$ cat src/rtl/bsel_pkg.sv
package bsel_pkg;
  typedef enum logic [2:0] {
    S_IDLE,
    S_ST_REQ,
    S_ST_DAT,
    S_VC_REQ,
    S_VC_DAT,
    S_DONE
  } boot_st_e;

  localparam logic CFG_ADDR_STATUS = 1'b0;
  localparam logic CFG_ADDR_VECTOR = 1'b1;
endpackage

$ cat src/rtl/bsel_strap_cap.sv
module bsel_strap_cap #(
  parameter int SYNC_STAGES = 2
) (
  input  logic clk,
  input  logic rst_n,
  input  logic sys_rst_i,
  input  logic psen_n_i,
  input  logic ea_hv_i,
  input  logic ale_i,
  output logic hold_o,
  output logic fall_q_o,
  output logic forced_q_o
);
  localparam int CHAIN = SYNC_STAGES + 1;

  logic [CHAIN-1:0] sync_q;
  logic fall_now;
  logic strap_now;

  always_ff @(posedge clk or negedge rst_n) begin
    if (!rst_n) sync_q <= '1;
    else        sync_q <= {sync_q[CHAIN-2:0], sys_rst_i};
  end

  assign hold_o    = sync_q[SYNC_STAGES-1];
  assign fall_now  = sync_q[CHAIN-1] & ~sync_q[CHAIN-2];
  assign strap_now = ~psen_n_i & ea_hv_i & ale_i;

  always_ff @(posedge clk or negedge rst_n) begin
    if (!rst_n) begin
      fall_q_o   <= 1'b0;
      forced_q_o <= 1'b0;
    end else begin
      fall_q_o <= fall_now;
      if (fall_now) forced_q_o <= strap_now;
    end
  end

  p_strap_hold_r4: assert property (@(posedge clk) disable iff (!rst_n)
    !fall_now |=> $stable(forced_q_o));
  p_fall_single_r6: assert property (@(posedge clk) disable iff (!rst_n)
    fall_q_o |=> !fall_q_o);
endmodule

$ cat src/rtl/bsel_cfg_rd.sv
module bsel_cfg_rd
  import bsel_pkg::*;
#(
  parameter int ADDR_W = 16,
  parameter int VEC_W  = 8
) (
  input  logic              clk,
  input  logic              rst_n,
  input  logic              hold_i,
  input  logic              fall_i,
  input  logic              forced_i,
  output logic              rd_en_o,
  output logic              rd_addr_o,
  input  logic [VEC_W-1:0]  rd_data_i,
  output logic              start_valid_o,
  output logic [ADDR_W-1:0] start_addr_o
);
  localparam int PAGE_W = ADDR_W - VEC_W;

  boot_st_e state;

  always_ff @(posedge clk or negedge rst_n) begin
    if (!rst_n) begin
      state         <= S_IDLE;
      start_valid_o <= 1'b0;
      start_addr_o  <= '0;
    end else begin
      start_valid_o <= 1'b0;
      if (hold_i) begin
        state <= S_IDLE;
      end else begin
        unique case (state)
          S_IDLE:   if (fall_i) state <= forced_i ? S_VC_REQ : S_ST_REQ;
          S_ST_REQ: state <= S_ST_DAT;
          S_ST_DAT: begin
            if (rd_data_i == '0) begin
              start_addr_o  <= '0;
              start_valid_o <= 1'b1;
              state         <= S_DONE;
            end else begin
              state <= S_VC_REQ;
            end
          end
          S_VC_REQ: state <= S_VC_DAT;
          S_VC_DAT: begin
            start_addr_o  <= {rd_data_i, {PAGE_W{1'b0}}};
            start_valid_o <= 1'b1;
            state         <= S_DONE;
          end
          default:  state <= state;
        endcase
      end
    end
  end

  assign rd_en_o   = (state == S_ST_REQ) || (state == S_VC_REQ);
  assign rd_addr_o = (state == S_VC_REQ) ? CFG_ADDR_VECTOR : CFG_ADDR_STATUS;

  p_valid_once_r6: assert property (@(posedge clk) disable iff (!rst_n)
    start_valid_o |=> !start_valid_o);
  p_zero_status_r1: assert property (@(posedge clk) disable iff (!rst_n || hold_i)
    (state == S_ST_DAT && rd_data_i == '0) |=> (start_valid_o && start_addr_o == '0));
  p_vector_page_r2: assert property (@(posedge clk) disable iff (!rst_n || hold_i)
    (state == S_VC_DAT) |=> (start_valid_o && start_addr_o[PAGE_W-1:0] == '0
                             && start_addr_o[ADDR_W-1:PAGE_W] == $past(rd_data_i)));
  p_forced_skip_r3: assert property (@(posedge clk) disable iff (!rst_n || hold_i)
    (state == S_IDLE && fall_i && forced_i) |=> (rd_en_o && rd_addr_o == CFG_ADDR_VECTOR));
  p_no_read_in_reset_r5: assert property (@(posedge clk) disable iff (!rst_n)
    $past(hold_i) |-> !rd_en_o);
endmodule

$ cat src/rtl/bsel_fetch_dec.sv
module bsel_fetch_dec #(
  parameter int ADDR_W   = 16,
  parameter int ROM_LOG2 = 10,
  parameter int AUX_W    = 8,
  parameter int OVL_BIT  = 5
) (
  input  logic                clk,
  input  logic                rst_n,
  input  logic                aux_wr_i,
  input  logic [AUX_W-1:0]    aux_wdata_i,
  output logic [AUX_W-1:0]    aux_q_o,
  input  logic [ADDR_W-1:0]   fetch_addr_i,
  output logic                rom_sel_o,
  output logic                flash_sel_o,
  output logic [ROM_LOG2-1:0] rom_addr_o
);
  localparam int TOP_W = ADDR_W - ROM_LOG2;

  logic in_top;

  always_ff @(posedge clk or negedge rst_n) begin
    if (!rst_n)        aux_q_o <= '0;
    else if (aux_wr_i) aux_q_o <= aux_wdata_i;
  end

  assign in_top      = &fetch_addr_i[ADDR_W-1:ROM_LOG2];
  assign rom_sel_o   = in_top & ~aux_q_o[OVL_BIT];
  assign flash_sel_o = ~rom_sel_o;
  assign rom_addr_o  = rom_sel_o ? fetch_addr_i[ROM_LOG2-1:0] : '0;

  p_sel_exclusive_r7: assert property (@(posedge clk) disable iff (!rst_n)
    $countones({rom_sel_o, flash_sel_o}) == 1);
  p_rom_range_r7: assert property (@(posedge clk) disable iff (!rst_n)
    rom_sel_o |-> (fetch_addr_i[ADDR_W-1:ROM_LOG2] == {TOP_W{1'b1}}));
  p_overlay_off_r8: assert property (@(posedge clk) disable iff (!rst_n)
    aux_q_o[OVL_BIT] |-> (flash_sel_o && rom_addr_o == '0));
endmodule

$ cat src/rtl/boot_start_sel.sv
module boot_start_sel #(
  parameter int ADDR_W      = 16,
  parameter int VEC_W       = 8,
  parameter int ROM_LOG2    = 10,
  parameter int AUX_W       = 8,
  parameter int OVL_BIT     = 5,
  parameter int SYNC_STAGES = 2
) (
  input  logic                clk,
  input  logic                rst_n,
  input  logic                sys_rst_i,
  input  logic                psen_n_i,
  input  logic                ea_hv_i,
  input  logic                ale_i,
  output logic                nv_rd_en_o,
  output logic                nv_rd_addr_o,
  input  logic [VEC_W-1:0]    nv_rd_data_i,
  output logic                start_valid_o,
  output logic [ADDR_W-1:0]   start_addr_o,
  input  logic [ADDR_W-1:0]   fetch_addr_i,
  output logic                rom_sel_o,
  output logic                flash_sel_o,
  output logic [ROM_LOG2-1:0] rom_addr_o,
  input  logic                aux_wr_i,
  input  logic [AUX_W-1:0]    aux_wdata_i,
  output logic [AUX_W-1:0]    aux_q_o,
  input  logic                erase_req_i,
  input  logic                erase_sel_i,
  output logic [1:0]          nv_erase_o
);
  logic hold, fall_q, forced_q;
  logic [1:0] req_mask;

  bsel_strap_cap #(.SYNC_STAGES(SYNC_STAGES)) u_strap (
    .clk(clk), .rst_n(rst_n), .sys_rst_i(sys_rst_i),
    .psen_n_i(psen_n_i), .ea_hv_i(ea_hv_i), .ale_i(ale_i),
    .hold_o(hold), .fall_q_o(fall_q), .forced_q_o(forced_q)
  );

  bsel_cfg_rd #(.ADDR_W(ADDR_W), .VEC_W(VEC_W)) u_cfg (
    .clk(clk), .rst_n(rst_n), .hold_i(hold), .fall_i(fall_q), .forced_i(forced_q),
    .rd_en_o(nv_rd_en_o), .rd_addr_o(nv_rd_addr_o), .rd_data_i(nv_rd_data_i),
    .start_valid_o(start_valid_o), .start_addr_o(start_addr_o)
  );

  bsel_fetch_dec #(.ADDR_W(ADDR_W), .ROM_LOG2(ROM_LOG2), .AUX_W(AUX_W), .OVL_BIT(OVL_BIT)) u_fetch (
    .clk(clk), .rst_n(rst_n), .aux_wr_i(aux_wr_i), .aux_wdata_i(aux_wdata_i),
    .aux_q_o(aux_q_o), .fetch_addr_i(fetch_addr_i), .rom_sel_o(rom_sel_o),
    .flash_sel_o(flash_sel_o), .rom_addr_o(rom_addr_o)
  );

  // Status and vector bytes share one erase sector: any request widens to both.
  assign req_mask = erase_req_i ? (erase_sel_i ? 2'b10 : 2'b01) : 2'b00;

  always_ff @(posedge clk or negedge rst_n) begin
    if (!rst_n) nv_erase_o <= 2'b00;
    else        nv_erase_o <= (|req_mask) ? 2'b11 : 2'b00;
  end

  p_erase_both_r9: assert property (@(posedge clk) disable iff (!rst_n)
    erase_req_i |=> (nv_erase_o == 2'b11));
  p_erase_idle_r9: assert property (@(posedge clk) disable iff (!rst_n)
    !erase_req_i |=> (nv_erase_o == 2'b00));
endmodule

$ cat config.mk
export PLATFORM = sky130hd
export DESIGN_NAME = boot_start_sel
export DESIGN_NICKNAME = d
export VERILOG_FILES = /design/src/rtl/bsel_pkg.sv /design/src/rtl/bsel_strap_cap.sv /design/src/rtl/bsel_cfg_rd.sv /design/src/rtl/bsel_fetch_dec.sv /design/src/rtl/boot_start_sel.sv
export SDC_FILE = /design/constraint.sdc
export NUM_CORES = 1
export LEC_CHECK = 0
export BUFFER_PORTS_ARGS = -buffer_cell sky130_fd_sc_hd__buf_2
export CORE_ASPECT_RATIO = 1.5
export CORE_UTILIZATION = 40
export DETAILED_ROUTE_END_ITERATION = 6
export PLACE_DENSITY = 0.86
export SLEW_MARGIN = 20
export SYNTH_ARGS = -nofsm -noshare
export SYNTH_HDL_FRONTEND = slang
export SYNTH_SLANG_ARGS = --single-unit
$ cat constraint.sdc
create_clock -name clk -period 3.05 [get_ports clk]
set_clock_uncertainty 0.05 [all_clocks]
set_input_delay 0.915 -clock clk [delete_from_list [all_inputs] [get_ports clk]]
set_output_delay 0.915 -clock clk [all_outputs]
set_load 0.02 [all_outputs]
==> flow_metrics.py, run 1 <==
metrics = {
    "sta": {
        "setup_viol": 0,
        "period_share_pct": 88.7,
        "rsz0062_at_grt": "no",
        "slew_viol_final": 0,
        "fmax_mhz": 370,
        "fin_crit_ps": 2700,
        "tns_ps": 0,
        "slew_headroom_pct": 50.5,
        "worst_slew_pin_slew_ps": 741,
        "whs_ps": 308,
        "hold_violations": 0,
    },
    "final_layout": {
        "multi_input_area_sq_um": 484,
        "syn_to_final_growth_pct": 34.5,
        "final_area_sq_um": 1630,
        "layout-drive-gt1-share_pct": 51.4,
        "diodes": 0,
        "final_cell_mix": "72 x buf_2, 23 x dfrtp_1, 19 x nand2_1",
        "final_common_cell": "buf_2",
        "nets": 225,
        "seq_area_sq_um": 654,
        "fillers": 271,
    },
    "clock_tree": {
        "postCtsSetupBuffers": 0,
        "clock_path_buffers": 2,
        "cts_root_buf": "clkbuf_8",
        "postCtsResizedCells": 0,
        "cts_buffers": 3,
        "cts_tree": "built",
        "insertion_delay_ps": 260,
        "hold_buffers": 0,
        "clkSinkCount": 26,
        "path_clk_slew_ps": 80,
        "htreeDepth": 1,
    },
    "floorplanning": {
        "coreArea_sq_um": 2910,
        "rows": 24,
        "io_pins": 82,
        "die_y_microns": 69.5,
        "die_area_sq_um": 3270,
        "initial_utilization_pct": 41.7,
        "floorplan.die.width_microns": 47,
    },
    "setup_path": {
        "crit_type": "in -> out",
        "crit_fanout": 12,
        "endpoint_kind": "output port",
        "cp_slowest_cell": "nor3_1",
        "crit_arrival_ps": 1740,
        "r2r_cells": 3,
        "critPathTopFamily": "buffers and inverters",
        "crit_top_cell": "buf_2",
        "path_cells": "buf_2, nand4_1, nor3_1, buf_4, and2_1, buf_2",
        "crit_cells": 6,
        "worst_path_largest_cell_delay_ps": 180,
        "critPathLaunchType": "primary input",
        "worstPathRequired_ps": 2080,
        "cp_num_buf_inv": 3,
    },
    "routing": {
        "drt_iter0_markers": 18,
        "vias": 1039,
        "route.detailed.drc": 0,
        "vias_per_cell": 4.68,
        "ant_nets": 0,
        "detail_route.wl_per_cell_microns": 11.4,
        "wirelength_mm": 2.54,
        "dr.pass1.iters": 4,
    },
    "place": {
        "finalWeightedCongestion": 0.661,
        "dpl.hpwl_mm": 2.07,
        "portBuffers": 72,
        "placed_area_sq_um": 1560,
    },
    "synthesis": {
        "synth_seq_cells": 26,
        "synthCells": 114,
        "ys_seq_area_share_pct": 53.9,
        "ys_warn_count": 0,
        "synth.distinct_cells": 26,
        "syn-cell-area_sq_um": 1210,
        "avgSynthCellArea_sq_um": 10.7,
    },
    "power": {
        "power_density_nw_per_um2": 583,
        "p_leak_nw": 0.842,
        "ir_drop_v": 0.000443,
    },
    "global_routing": {
        "gr-total-overflow": 0,
        "grt_pass1_wl_mm": 3.95,
        "grt_max_degree": 27,
        "grt_usage_pct": 16.5,
        "antenna_found_initial": 0,
        "grt_pass1_vias": 941,
    },
    "worst_hold_path": {
        "hold_class": "reg -> reg",
        "holdPathStages": 0,
    },
    "run": {
        "maxCapViolCount": 0,
    },
    "status": {
        "status": "finished, final reports clean",
    },
}
where the power goes:
part	internal, W	switching (W)	leakage, nW
clock network	0.000175	0.000100	0.0357
logic	0.0000933	0.000145	0.502
registers	0.000403	0.0000353	0.305
total	0.000672	0.000280	0.842
worst paths after layout:
kind / startpoint / endpoint / slack (ps)
min in group asynchronous: rst_n / u_fetch.aux_q_o[4] / 580
worst min-delay path: u_strap.sync_q[0] / u_strap.sync_q[1] / 310
worst min register to register: u_strap.sync_q[0] / u_strap.sync_q[1] / 310
max in group asynchronous: rst_n / u_strap.sync_q[0] / 2000
worst max-delay path: fetch_addr_i[12] / rom_addr_o[3] / 350
worst max register to register: u_cfg.state[0] / u_cfg.start_addr_o[12] / 1370
synth_stat cells, drive strengths merged:
cell type	number	share of area (%)
or3b	1	0.72
inv	2	0.62
clkbuf	4	1.2
or4	3	2.5
nand4	1	0.52
nor4b	1	1.2
dfrtp	23	47
nand2b	1	0.52
nor2b	2	1.0
o31a	1	0.72
and2	11	5.7
mux2	9	8.3
nand2	19	5.9
or4b	1	0.82
dfstp	3	6.5
nor3	1	0.41
a21oi	10	4.1
o221ai	1	0.72
buf	11	6.6
o21ai	1	0.41
or3	1	0.52
conb	1	0.31
nor4	1	1.8
nor2	5	1.5
worst register-to-register path, cell delays in order, from the launching register on:
cell	delay (ps)
dfrtp_1	470
or3b_2	550
nor4_4	380
a21oi_1	100
stage by stage:
| stage | total power, W | utilization, % | setup slack [ps] | std cells |
|---|---|---|---|---|
| after detailed placement | 0.000685 | 53.7 | 337 | 218 |
| after global placement | 0.000676 | 53.7 | 353 | 218 |
| after floorplan | 0.000593 | - | 209 | 121 |
| after CTS | 0.000960 | 56.1 | 328 | 222 |
| after global routing | 0.00100 | 56.1 | 250 | 222 |
| final | 0.000952 | 56.1 | 346 | 222 |
flip-flops by register name (all words and copies together), names as in the netlist:
register,count
nv_erase_o,1
u_cfg.start_addr_o,8
u_cfg.start_valid_o,1
u_cfg.state,3
u_fetch.aux_q_o,8
u_strap.fall_q_o,1
u_strap.forced_q_o,1
u_strap.sync_q,3
cell type report:
| class | count | share of cell area, % |
|---|---|---|
| Inverter | 2 | 0.459 |
| Timing Repair Buffer | 73 | 22.5 |
| Clock buffer | 3 | 2.53 |
| Tap cell | 39 | 2.99 |
| Sequential cell | 26 | 40.0 |
| Clock inverter | 1 | 1.84 |
| Multi-Input combinational cell | 78 | 29.6 |
per-layer routing:
metal  track usage, %  vias to the layer above  routed length [microns]
li1                 -                      502                        -
met1             17.7                      469                      905
met2             30.4                       66                     1360
met3             3.13                        2                      250
met4             4.76                        0                       17
met5                0                        -                        0
cells by family after synthesis:
group	Yosys count	share of synthesized area [%]
buffers and inverters	17	8.44
flip-flops	26	53.9
multiplexers	9	8.34
AO/OA/AOI/OAI	13	5.97
other	1	0.309
AND/OR/NAND/NOR	48	23.1
(Power assumes the default switching activity.)
==> run 2, diff against run 1 <==
- CORE_MARGIN: unset -> 3
- CORE_UTILIZATION: 40 -> 37
- PLACE_DENSITY: 0.86 -> 0.84
- clock period: 3.05 -> 2.3 ns (I/O delays scaled with it)
==> run 2 against run 1 <==
Effect of this change:
- setup slack got worse by 310 ps
- hold slack about the same
- routed wire length increased by 6.4%
- largest power group unchanged
- power increased by 32%
- die area increased by 23%
- critical path depth unchanged
- clock power increased by 33%
- sequential power increased by 33%
- cell count increased by 0.90%
- sequential cell count unchanged
- count of clock-buffer cells in the layout unchanged
- highest routed layer unchanged
- register-to-register slack got worse by 650 ps
==> flow_metrics.py, run 2 (synthesis results as in run 1) <==
metrics = {
    "status": {
        "status": "finished, final reports clean",
    },
    "setup_path": {
        "worst_path_largest_cell_delay_ps": 200,
        "crit_end": "rom_addr_o[4]",
        "rr_endpoint": "u_cfg.start_valid_o",
        "path_cells": "buf_2, nand4_1, nor3_2, buf_4, and2_1, buf_2",
        "worstPathRequired_ps": 1560,
        "crit_top_cell": "buf_2",
        "crit_type": "in -> out",
        "endpoint_kind": "output port",
        "r2r_cells": 4,
        "crit_fanout": 6,
        "cp_slowest_cell": "nor3_2",
        "rr_startpoint": "u_cfg.state[1]",
        "critPathLaunchType": "primary input",
        "crit_path_start": "fetch_addr_i[12]",
        "rrSetupSlack_ps": 720,
        "crit_arrival_ps": 1520,
    },
    "routing": {
        "drt_iter0_markers": 4,
        "routed.top_layer": "met4",
        "ant_nets": 0,
        "detail_route.wl_per_cell_microns": 12.0,
        "dr.pass1.iters": 4,
        "route.detailed.drc": 0,
        "route.met3.wl_microns": 375,
        "wirelength_mm": 2.70,
        "vias_per_cell": 4.63,
        "vias": 1037,
        "wl_met2_mm": 1.38,
        "wl_met1_microns": 926,
    },
    "clock_tree": {
        "htreeDepth": 1,
        "clock_path_buffers": 2,
        "cts_buffers": 3,
        "clkSinkCount": 26,
        "path_clk_slew_ps": 80,
        "hold_buffers": 0,
        "postCtsSetupBuffers": 0,
        "postCtsResizedCells": 0,
        "cts_root_buf": "clkbuf_8",
        "insertion_delay_ps": 260,
        "cts_tree": "built",
    },
    "run": {
        "maxCapViolCount": 0,
    },
    "final_layout": {
        "syn_to_final_growth_pct": 36.4,
        "nets": 227,
        "diodes": 0,
        "final_cell_mix": "71 x buf_2, 23 x dfrtp_1, 19 x nand2_1",
        "fillers": 287,
        "multi_input_area_sq_um": 489,
        "fin_cells": 224,
        "seq_area_sq_um": 654,
        "reg_top3": "u_cfg.start_addr_o (8), u_fetch.aux_q_o (8)",
        "final_common_cell": "buf_2",
        "layout-drive-gt1-share_pct": 52.4,
    },
    "sta": {
        "tns_ps": 0,
        "slew_headroom_pct": 53.1,
        "setup_viol": 0,
        "fmax_mhz": 442,
        "period_share_pct": 98.4,
        "worst_slew_pin_slew_ps": 702,
        "fin_crit_ps": 2260,
        "rsz0062_at_grt": "no",
        "hold_violations": 0,
        "slew_viol_final": 0,
    },
    "floorplanning": {
        "initial_utilization_pct": 40.1,
        "rows": 24,
        "die_y_microns": 76.2,
        "io_pins": 82,
        "floorplan.die.width_microns": 52.8,
        "die_area_sq_um": 4020,
        "coreArea_sq_um": 3030,
    },
    "global_routing": {
        "antenna_found_initial": 0,
        "grt_pass1_vias": 953,
        "gr-total-overflow": 0,
        "grt_pass1_wl_mm": 4.11,
        "grt_max_degree": 27,
        "grt_usage_pct": 13.2,
    },
    "power": {
        "p_switching_w": 0.000369,
        "p_leak_nw": 0.853,
        "p_sw_share_pct": 29.3,
        "ir_drop_v": 0.000429,
        "intPower_w": 0.000891,
        "p_seq_share_pct": 46.2,
        "pwr-share-clk_pct": 29.0,
        "p_comb_share_pct": 24.8,
        "power_density_nw_per_um2": 761,
    },
    "place": {
        "dpl.hpwl_mm": 2.19,
        "portBuffers": 72,
        "placed_cells": 219,
        "finalWeightedCongestion": 0.693,
    },
    "worst_hold_path": {
        "hold_class": "reg -> reg",
    },
}
==> run 2: cell types whose count changed in the layout (fill, tap and decap cells not counted), sizes merged <==
cell,change
buf,+2
==> run 2: cell type report <==
type	instances	area share [%]
Tap cell	39	2.95
Timing Repair Buffer	75	23.3
Clock inverter	1	1.81
Sequential cell	26	39.5
Clock buffer	3	2.49
Multi-Input combinational cell	78	29.5
Inverter	2	0.453
==> run 2: power by group through the flow <==
stage | combinational (W) | sequential [W] | clock (W)
floorplan | 0.000119 | 0.000667 | 0
global placement | 0.000311 | 0.000589 | 0
detailed placement | 0.000317 | 0.000591 | 0
CTS | 0.000317 | 0.000582 | 0.000377
global route | 0.000340 | 0.000593 | 0.000405
finish | 0.000313 | 0.000582 | 0.000366
==> run 2: per-layer routing <==
layer  track usage (%)  vias to the layer above
met2              24.5                       60
met5                 0                        -
li1                  -                      505
met1              13.4                      470
met4              4.60                        0
met3              3.52                        2
==> run 2: worst min-delay path by stage <==
stage	start	to	cells after the start
after floorplan	u_strap.sync_q[0]	u_strap.sync_q[1]	0
after global placement	u_strap.sync_q[0]	u_strap.sync_q[1]	0
after detailed placement	u_strap.sync_q[0]	u_strap.sync_q[1]	0
after CTS	u_strap.sync_q[0]	u_strap.sync_q[1]	0
after global routing	u_strap.sync_q[0]	u_strap.sync_q[1]	0
final	u_strap.sync_q[0]	u_strap.sync_q[1]	0
==> run 2: worst max-delay path: cells and delay by family <==
| kind | cells | cell delay [ps] |
|---|---|---|
| buffers and inverters | 3 | 410 |
| and+or+nand+nor | 3 | 420 |
==> run 2: through the flow <==
step	cell area, sq um	hold WS (ps)	power [W]	worst slack [ps]	utilization, %
4_1_cts	1640	310	0.00128	26.6	54.1
5_1_grt	1660	317	0.00134	1.04	54.6
3_3_place_gp	1570	297	0.000899	71.4	51.8
6_report	1660	308	0.00126	36.9	54.6
2_1_floorplan	1240	295	0.000786	48.6	-
3_5_place_dp	1570	298	0.000908	27.0	51.8
==> run 3, diff against run 2 <==
- SETUP_SLACK_MARGIN: unset -> 0.2
- SLEW_MARGIN: 20 -> unset
==> run 3 against run 2 <==
Effect of this change:
- via count down 1.4%
- setup slack gained 71 ps
- critical path depth is the same
- sequential share of layout area rose by 0.39 points
- cell count shrank 0.45%
- first-iteration DRC count increased to 3.8 times the previous value
- maximum frequency up 3.2%
- sequential power hardly changed
- hold slack gained 0.99 ps
- non-clock buffer count fell by 1
- utilization shrank 0.54 points
- critical endpoint is now rom_addr_o[0]
- largest power group unchanged
==> flow_metrics.py, run 3 (synthesis results as in run 1) <==
metrics = {
    "status": {
        "status": "finished, final reports clean",
    },
    "global_routing": {
        "grt_usage_pct": 13.3,
        "use_met2_pct": 25.0,
        "grt_pass1_vias": 956,
        "grt_max_degree": 27,
        "antenna_found_initial": 0,
        "gr-total-overflow": 0,
        "use_met1_pct": 13.1,
        "met3_usage_pct": 2.15,
        "top_usage_layer": "met2",
        "grt_pass1_wl_mm": 4.13,
    },
    "floorplanning": {
        "floorplan.die.width_microns": 52.8,
        "initial_utilization_pct": 40.1,
        "rows": 24,
        "die_y_microns": 76.2,
        "coreArea_sq_um": 3030,
        "die_area_sq_um": 4020,
        "io_pins": 82,
    },
    "setup_path": {
        "cp_slowest_cell": "buf_4",
        "critPathLaunchType": "primary input",
        "critPathTopFamily": "buffers and inverters",
        "worstPathRequired_ps": 1560,
        "crit_arrival_ps": 1450,
        "endpoint_kind": "output port",
        "crit_fanout": 12,
        "worst_path_largest_cell_delay_ps": 170,
        "path_cells": "buf_2, nand4_1, nor3_2, buf_4, and2_2, buf_2",
        "cp_num_buf_inv": 3,
        "crit_top_cell": "buf_2",
        "crit_type": "in -> out",
    },
    "sta": {
        "slew_headroom_pct": 54.6,
        "period_share_pct": 95.3,
        "fin_crit_ps": 2190,
        "rsz0062_at_grt": "yes",
        "hold_violations": 0,
        "slew_viol_final": 0,
        "worst_slew_pin_slew_ps": 679,
        "setup_viol": 0,
        "tns_ps": 0,
        "fmax_mhz": 456,
    },
    "final_layout": {
        "fin_cells": 223,
        "final_cell_mix": "72 x buf_2, 23 x dfrtp_1, 19 x nand2_1",
        "nets": 226,
        "seq_area_sq_um": 654,
        "layout-drive-gt1-share_pct": 56.5,
        "multi_input_area_sq_um": 499,
        "reg_top3": "u_cfg.start_addr_o (8), u_fetch.aux_q_o (8)",
        "diodes": 0,
        "final_common_cell": "buf_2",
        "postLayoutCoreUtil_pct": 54.1,
        "syn_to_final_growth_pct": 35.0,
        "fillers": 295,
    },
    "place": {
        "portBuffers": 72,
        "dpl.hpwl_mm": 2.15,
        "finalWeightedCongestion": 0.712,
        "placed_cells": 219,
    },
    "clock_tree": {
        "clock_path_buffers": 2,
        "cts_tree": "built",
        "htreeDepth": 1,
        "insertion_delay_ps": 270,
        "path_clk_slew_ps": 80,
        "clkSinkCount": 26,
        "cts_buffers": 3,
        "cts_root_buf": "clkbuf_8",
    },
    "worst_hold_path": {
        "hold_class": "reg -> reg",
    },
    "power": {
        "p_seq_share_pct": 49.1,
        "p_leak_nw": 0.848,
        "p_sw_share_pct": 31.4,
        "pwr-share-clk_pct": 24.5,
        "ir_drop_v": 0.000548,
        "p_switching_w": 0.000372,
        "intPower_w": 0.000812,
        "power_density_nw_per_um2": 721,
        "p_comb_share_pct": 26.4,
    },
    "routing": {
        "dr.pass1.iters": 4,
        "vias_per_cell": 4.58,
        "route.detailed.drc": 0,
        "detail_route.wl_per_cell_microns": 11.8,
        "vias": 1022,
        "ant_nets": 0,
        "wirelength_mm": 2.62,
        "drt_iter0_markers": 15,
    },
    "run": {
        "maxCapViolCount": 0,
    },
}
[run 3: layer usage]
layer	vias to the layer above	wire length (microns)
li1	502	-
met1	458	916
met2	58	1350
met3	4	306
met4	0	48
met5	-	0
[run 3: layout make-up]
class                      count  area share, %
sequential                    26           39.9
timing repair buffer          74           22.9
tap                           39           2.97
multi-input combinational     78           30.4
clock buffer                   4           3.36
inverter                       2          0.458
[run 3: worst register-to-register path, stage by stage (launching register included)]
cell     delay, ps
dfrtp_1        490
or3b_2         520
nor4_4         160
buf_4          200
a21oi_1         50
[run 3: power groups by stage]
stage          logic [W]  clock network, W  registers (W)
2_1_floorplan   0.000120                 0       0.000667
3_3_place_gp    0.000313                 0       0.000589
3_5_place_dp    0.000318                 0       0.000591
4_1_cts         0.000318          0.000299       0.000583
5_1_grt         0.000341          0.000319       0.000594
6_report        0.000313          0.000289       0.000581
[run 3: path summary, 6_finish.rpt]
check,depth (start not counted),slack [ps],from,end
setup / recovery,6,110,fetch_addr_i[12],rom_addr_o[0]
hold / removal,0,310,u_strap.sync_q[0],u_strap.sync_q[1]
setup reg to reg,4,720,u_cfg.state[1],u_cfg.start_addr_o[14]
hold reg to reg,0,310,u_strap.sync_q[0],u_strap.sync_q[1]
max in group asynchronous,1,1480,rst_n,u_fetch.aux_q_o[0]
min in group asynchronous,1,350,rst_n,u_cfg.start_addr_o[9]
[run 3: timing repair]
action,CTS,global route
gates resized for setup,0,0
hold buffers,0,0
buffers inserted,0,0
setup endpoints to repair,10,12
[run 3: metrics by stage]
stage | hold WS, ps | total power, W | area [sq um] | setup slack, ps
after global routing | 313 | 0.00125 | 1640 | 47.1
after detailed placement | 297 | 0.000910 | 1590 | 96.6
after global placement | 296 | 0.000902 | 1590 | 114
final | 309 | 0.00118 | 1640 | 108
after floorplan | 295 | 0.000787 | 1270 | 226
after CTS | 310 | 0.00120 | 1640 | 93.0
